--- config.mk ---
export PLATFORM = sky130hd
export DESIGN_NAME = tir_router
export DESIGN_NICKNAME = d
export VERILOG_FILES = /design/src/rtl/tir_pkg.sv /design/src/rtl/tir_chan.sv /design/src/rtl/tir_line_mux.sv /design/src/rtl/tir_msg_q.sv /design/src/rtl/tir_router.sv
export SDC_FILE = /design/constraint.sdc
export NUM_CORES = 1
export LEC_CHECK = 0
export CORE_AREA = 2 2 170 172
export DETAILED_ROUTE_END_ITERATION = 8
export DIE_AREA = 0 0 172 174
export PLACE_DENSITY = 0.67
export SYNTH_ARGS = -nofsm -noshare
export SYNTH_HDL_FRONTEND = slang
export SYNTH_SLANG_ARGS = --single-unit
--- constraint.sdc ---
create_clock -name clk -period 8.2 [get_ports clk]
set_input_delay 1.64 -clock clk [delete_from_list [all_inputs] [get_ports clk]]
set_output_delay 1.64 -clock clk [all_outputs]
set_load 0.02 [all_outputs]
--- src/rtl/tir_pkg.sv ---
package tir_pkg;
  localparam int LEG_PIT_LINE = 0;
  localparam int LEG_RTC_LINE = 8;

  typedef struct packed {
    logic [31:0] addr;
    logic [31:0] data;
  } msg_t;
endpackage

--- src/rtl/tir_chan.sv ---
module tir_chan (
  input  logic clk,
  input  logic rst,
  input  logic fire_i,
  input  logic clr_i,
  input  logic ch_en_i,
  input  logic glb_en_i,
  input  logic level_i,
  input  logic msg_en_i,
  input  logic sts_clr_i,
  output logic sts_o,
  output logic drive_nxt_o,
  output logic push_o
);
  logic msg_en_q;
  logic sts_d;
  logic edge_hit;
  logic drop;

  always_comb begin
    drop     = clr_i | ~ch_en_i | ~glb_en_i | sts_clr_i | (msg_en_i & ~msg_en_q);
    sts_d    = sts_o;
    edge_hit = 1'b0;
    push_o   = 1'b0;
    if (drop) begin
      sts_d = 1'b0;
    end else if (fire_i) begin
      if (msg_en_i) begin
        push_o = 1'b1;
      end else if (level_i) begin
        sts_d = 1'b1;
      end else begin
        sts_d    = 1'b0;
        edge_hit = 1'b1;
      end
    end
    drive_nxt_o = sts_d | edge_hit;
  end

  always_ff @(posedge clk) begin
    if (rst) begin
      sts_o    <= 1'b0;
      msg_en_q <= 1'b0;
    end else begin
      sts_o    <= sts_d;
      msg_en_q <= msg_en_i;
    end
  end
endmodule

--- src/rtl/tir_line_mux.sv ---
module tir_line_mux #(
  parameter int NCH    = 3,
  parameter int NLINES = 24,
  parameter int RW     = 5
) (
  input  logic              clk,
  input  logic              rst,
  input  logic [NCH-1:0]    drive_nxt_i,
  input  logic [NCH*RW-1:0] route_i,
  input  logic              legacy_i,
  input  logic              pit_in_i,
  input  logic              rtc_in_i,
  output logic [NLINES-1:0] irq_o
);
  import tir_pkg::*;

  logic [NLINES-1:0] line_d;
  logic [RW-1:0]     eff [NCH];

  always_comb begin
    for (int c = 0; c < NCH; c++) begin
      eff[c] = route_i[c*RW +: RW];
      if (legacy_i && c == 0) eff[c] = RW'(LEG_PIT_LINE);
      if (legacy_i && c == 1) eff[c] = RW'(LEG_RTC_LINE);
    end
  end

  always_comb begin
    line_d = '0;
    for (int l = 0; l < NLINES; l++) begin
      for (int c = 0; c < NCH; c++) begin
        if (drive_nxt_i[c] && eff[c] == RW'(l)) line_d[l] = 1'b1;
      end
    end
    if (!legacy_i) begin
      line_d[LEG_PIT_LINE] = line_d[LEG_PIT_LINE] | pit_in_i;
      line_d[LEG_RTC_LINE] = line_d[LEG_RTC_LINE] | rtc_in_i;
    end
  end

  always_ff @(posedge clk) begin
    if (rst) irq_o <= '0;
    else     irq_o <= line_d;
  end
endmodule

--- src/rtl/tir_msg_q.sv ---
module tir_msg_q #(
  parameter int NCH = 3
) (
  input  logic                      clk,
  input  logic                      rst,
  input  logic [NCH-1:0]            push_i,
  input  tir_pkg::msg_t [NCH-1:0]   pay_i,
  input  logic                      ready_i,
  output logic                      valid_o,
  output logic [31:0]               addr_o,
  output logic [31:0]               data_o
);
  import tir_pkg::*;
  localparam int SW = (NCH > 1) ? $clog2(NCH) : 1;

  msg_t          slot_q [NCH];
  logic [NCH-1:0] pend_q;
  logic [NCH-1:0] take_mask;
  logic [SW-1:0]  sel;
  logic           found;
  logic           take;

  always_comb begin
    found = 1'b0;
    sel   = '0;
    for (int c = 0; c < NCH; c++) begin
      if (pend_q[c] && !found) begin
        found = 1'b1;
        sel   = SW'(c);
      end
    end
    take      = found && (!valid_o || ready_i);
    take_mask = '0;
    if (take) take_mask[sel] = 1'b1;
  end

  generate
    for (genvar g = 0; g < NCH; g++) begin : g_slot
      always_ff @(posedge clk) begin
        if (push_i[g]) slot_q[g] <= pay_i[g];
      end
    end
  endgenerate

  always_ff @(posedge clk) begin
    if (rst) begin
      pend_q  <= '0;
      valid_o <= 1'b0;
      addr_o  <= '0;
      data_o  <= '0;
    end else begin
      pend_q <= (pend_q & ~take_mask) | push_i;
      if (take) begin
        valid_o <= 1'b1;
        addr_o  <= slot_q[sel].addr;
        data_o  <= slot_q[sel].data;
      end else if (ready_i) begin
        valid_o <= 1'b0;
      end
    end
  end
endmodule

--- src/rtl/tir_router.sv ---
module tir_router #(
  parameter int  NCH    = 3,
  parameter int  NLINES = 24,
  localparam int RW     = $clog2(NLINES)
) (
  input  logic              clk,
  input  logic              rst,
  input  logic [NCH-1:0]    fire_i,
  input  logic [NCH-1:0]    clr_i,
  input  logic [NCH-1:0]    ch_en_i,
  input  logic [NCH-1:0]    level_i,
  input  logic [NCH-1:0]    msg_en_i,
  input  logic [NCH*RW-1:0] route_i,
  input  logic [NCH*32-1:0] msg_addr_i,
  input  logic [NCH*32-1:0] msg_data_i,
  input  logic              glb_en_i,
  input  logic              legacy_i,
  input  logic              pit_in_i,
  input  logic              rtc_in_i,
  input  logic              sts_wr_i,
  input  logic [NCH-1:0]    sts_wdata_i,
  input  logic              msg_ready_i,
  output logic [NLINES-1:0] irq_o,
  output logic [NCH-1:0]    sts_o,
  output logic              pit_en_o,
  output logic              msg_valid_o,
  output logic [31:0]       msg_addr_o,
  output logic [31:0]       msg_data_o
);
  import tir_pkg::*;

  logic [NCH-1:0] drive_nxt;
  logic [NCH-1:0] push;
  msg_t [NCH-1:0] pay;

  generate
    for (genvar g = 0; g < NCH; g++) begin : g_ch
      assign pay[g].addr = msg_addr_i[g*32 +: 32];
      assign pay[g].data = msg_data_i[g*32 +: 32];
      tir_chan u_chan (
        .clk         (clk),
        .rst         (rst),
        .fire_i      (fire_i[g]),
        .clr_i       (clr_i[g]),
        .ch_en_i     (ch_en_i[g]),
        .glb_en_i    (glb_en_i),
        .level_i     (level_i[g]),
        .msg_en_i    (msg_en_i[g]),
        .sts_clr_i   (sts_wr_i & sts_wdata_i[g] & sts_o[g]),
        .sts_o       (sts_o[g]),
        .drive_nxt_o (drive_nxt[g]),
        .push_o      (push[g])
      );
    end
  endgenerate

  tir_line_mux #(.NCH(NCH), .NLINES(NLINES), .RW(RW)) u_mux (
    .clk         (clk),
    .rst         (rst),
    .drive_nxt_i (drive_nxt),
    .route_i     (route_i),
    .legacy_i    (legacy_i),
    .pit_in_i    (pit_in_i),
    .rtc_in_i    (rtc_in_i),
    .irq_o       (irq_o)
  );

  tir_msg_q #(.NCH(NCH)) u_msgq (
    .clk     (clk),
    .rst     (rst),
    .push_i  (push),
    .pay_i   (pay),
    .ready_i (msg_ready_i),
    .valid_o (msg_valid_o),
    .addr_o  (msg_addr_o),
    .data_o  (msg_data_o)
  );

  always_ff @(posedge clk) begin
    if (rst) pit_en_o <= 1'b1;
    else     pit_en_o <= ~legacy_i;
  end
endmodule

==> run summary <==
Status: finished, final reports clean
Die ar.: 29900 sq um
Slew @ Worst Pin: 1.07 ns
Starting Density: 37.4%
Critical path's largest stage delay: 0.66 ns
Postcts setup bufs: 0
CTS sink cnt: 291
CTS Buffer Depth: 3
R2r endpoint: u_msgq.addr_o[22]
Synth Instances: 786
Final period util: 44.9%
P per Cell Area: 210 nW/um^2
RSZ-0062 raised after global routing: no
CTS Buf Count: 31
CP arrival: 3.87 ns
Synth Area in Adders: 0%
Post-DP HPWL: 20500 um
Root buffer cell: clkbuf_16
CTS Hold Bufs: 0
PortBufs: 325
Compound-gate portion of the synthesized area: 15.3%
DRC errors left: 0
Count of cell types in the netlist: 49
Clock-pin slew on the worst setup and hold paths: 0.06 ns
Register-to-register setup slack: 5.58 ns
Post-synth EDFFs: 192
Hold Path Depth: 2
Fin Hold WS: 0.532 ns
Syn_area_per_cell: 13.4 sq um
Initial antenna violation count: 3
Via density per instance: 5.19
Core ar.: 28200 sq um
Post-synthesis mux area share: 0.190%
Max-slew headroom: 28.9%
Lkg Pwr: 5.10 nW
Largest family of logic cells by synthesized area: compound AO/OA/AOI/OAI gates
Area growth syn-to-layout: 44.1%
Slowest-stage cell, CP: buf_4
Final hold violations: 0
Max VDD drop: 142 uV
Final Critical Period: 3.68 ns
Crit path max-delay family: buffers and inverters
Hold_sp: u_msgq.slot_q[0][43]
Netlist Area Pre-Place: 10600 sq um
CP Capture Type: register
PostCTS Resize Cnt: 0
Final setup TNS: 0 ns
WP data required: 8.39 ns
Die Ht: 174 um
Crit path buffers/inverters: 3
Wirelength per Cell: 20.6 um
Final Max Tran Viols: 0
GPL Wtd Cong: 0.899
Crit path max fanout: 47
CTS tree: done
Reg2reg path depth: 6
Fmax: 0.272 GHz
Nets@finish: 1333
Grt ovf: 0
WHS Endpoint: u_msgq.addr_o[11]
Maxcap violations: 0
Worst hold-check path type: register to register
FF-to-FF Start: u_msgq.pend_q[0]
Chip width: 172 um
DRT Pass-1 Iters: 5
Synth Flop Type: edfxtp_1
Layout Skew: 0.0117 ns
Syn_nets: 1019
Synth Area in Simple Gates: 9.01%
WS Path Type: input port to register
Final setup vio count: 0
Critical path cell sequence: clkdlybuf4s50_1 > and3b_1 > and3_1 > nand3_1 > inv_2 > buf_4
XOR/XNOR Fraction of Synth Area: 0%
Top Ports: 326
Row count: 62
First-pass GRT wire length: 46200 um
1st-iter DRT viols: 639
Fillers: 2434
Seq cells post-synth: 291
Sequential-to-total area share from yosys stat: 73.4%
Worst-skew pair later-pin latency: 0.57 ns
H-tree depth: 1
Synth warn: 0
CP startpoint kind: input port
Vias: 7854
Gr usage total: 20.2%
Number of global-route vias before repair: 7900
Remaining antenna violation count after routing: 0
Final wirelength: 31200 um
Largest net degree at the start of global routing: 105
Fraction of layout cells with a size suffix above 1: 5.87%
Fraction of registers with async set/reset: 0%
[state kept, by name, summed over array words and instances, names as in the netlist]
name                  count
g_ch.u_chan.sts_o         3
u_msgq.valid_o            1
u_msgq.slot_q           192
u_msgq.addr_o            32
pit_en_o                  1
u_mux.irq_o              24
g_ch.u_chan.msg_en_q      3
u_msgq.data_o            32
u_msgq.pend_q             3
[logic make-up (layout without fill, tap and decap cells)]
| kind of cell | Yosys count | count (layout) |
|---|---|---|
| compound gates | 250 | 250 |
| simple gates | 187 | 187 |
| buf+inv | 56 | 395 |
| mux | 2 | 2 |
| other cells | 0 | 3 |
| flops | 291 | 291 |
[routing by layer]
metal | part of all wire (%) | track usage [%]
met1 | 39 | 24.4
met2 | 49 | 34.5
met5 | 0 | 0
met3 | 9.1 | 5.74
met4 | 3.5 | 6.69
[metrics by stage]
step                      total power, mW  setup slack [ns]  instance area (sq um)  std cells  util, %
final                                3.19              4.52                  15200       1512     53.9
after global routing                 3.30              4.38                  15200       1511     53.8
after CTS                            3.23              4.45                  15200       1509     53.8
after detailed placement             1.83              3.87                  14200       1451     50.2
after global placement               1.83              3.95                  14200       1451     50.2
after floorplan                      1.67              4.11                  10600        786        -
[synth_stat cells (2+ instances only)]
cell      number  area share, %
mux2i_1        2           0.19
a22oi_1       69            4.9
nand3_1        6           0.28
or3_1          2           0.12
a222oi_1       2           0.19
nand4_1        3           0.18
nor4b_1        2           0.17
a32oi_1        5           0.42
o21ai_0       73            3.5
dfxtp_1       99             19
or4_1          2           0.14
and2_1         2           0.12
nor3_1         5           0.24
nand2b_1       8           0.47
o211ai_1       4           0.28
nor2b_1       15           0.89
nor4_1         6           0.36
inv_1          4           0.14
and3_1         7           0.42
buf_4          3           0.21
edfxtp_1     192             55
buf_1          4           0.14
a221o_1        5           0.47
nand4b_1       2           0.17
a31oi_1       69            4.1
nor2_1        31            1.1
nor4bb_1       2           0.19
a21oi_1       11           0.52
nor3b_1        9           0.64
clkbuf_1      44            1.6
and3b_1        4           0.33
o21bai_1       2           0.14
nand2_1       76            2.7
[cell type report]
type	count	area, sq um	area share (%)
flip-flops and latches	291	7750	50.9
multi-input cells	439	2620	17.2
inverters	4	15.0	0.0987
well taps	384	480	3.16
repair buffers	333	3310	21.8
clock inverters	16	169	1.11
diodes	3	7.51	0.0494
clock buffers	42	857	5.64
[placed cells by master (no fill, tap or decap), drive strengths merged, types with 4 or more instances in the layout]
cell	instances
inv	5
nor2	31
o21ai	73
a31oi	69
and3	8
nor3	5
clkbuf	42
clkdlybuf4s50	325
o211ai	4
nor3b	9
nand3	6
edfxtp	192
a22oi	69
nor2b	15
a21oi	11
dfxtp	99
nand2	76
nand2b	8
and3b	4
buf	8
a32oi	5
a221o	5
nor4	7
clkinv	10
[worst max path at each step]
stage / from / depth (start not counted) / to / slack (ns)
3_5_place_dp: glb_en_i / 6 / u_msgq.slot_q[1][20] / 3.87
3_3_place_gp: glb_en_i / 6 / u_msgq.slot_q[1][0] / 3.95
4_1_cts: glb_en_i / 6 / u_msgq.slot_q[1][27] / 4.45
6_report: glb_en_i / 6 / u_msgq.slot_q[1][27] / 4.52
2_1_floorplan: msg_en_i[0] / 4 / u_msgq.slot_q[0][0] / 4.11
5_1_grt: glb_en_i / 6 / u_msgq.slot_q[1][27] / 4.38
[tightest hold or removal path: stages, from the launching register on]
cell and delay (ns):
edfxtp_1 0.35, nand2_1 0.06, a31oi_1 0.07
[report_power, final]
part	total [mW]	switching (mW)	leakage, nW	internal [mW]
combinational	0.212	0.0833	2.07	0.128
sequential	1.59	0.00700	2.53	1.58
clock	1.39	0.568	0.499	0.826
total	3.19	0.658	5.10	2.53
No activity file was read; power rests on OpenSTA's default activity.
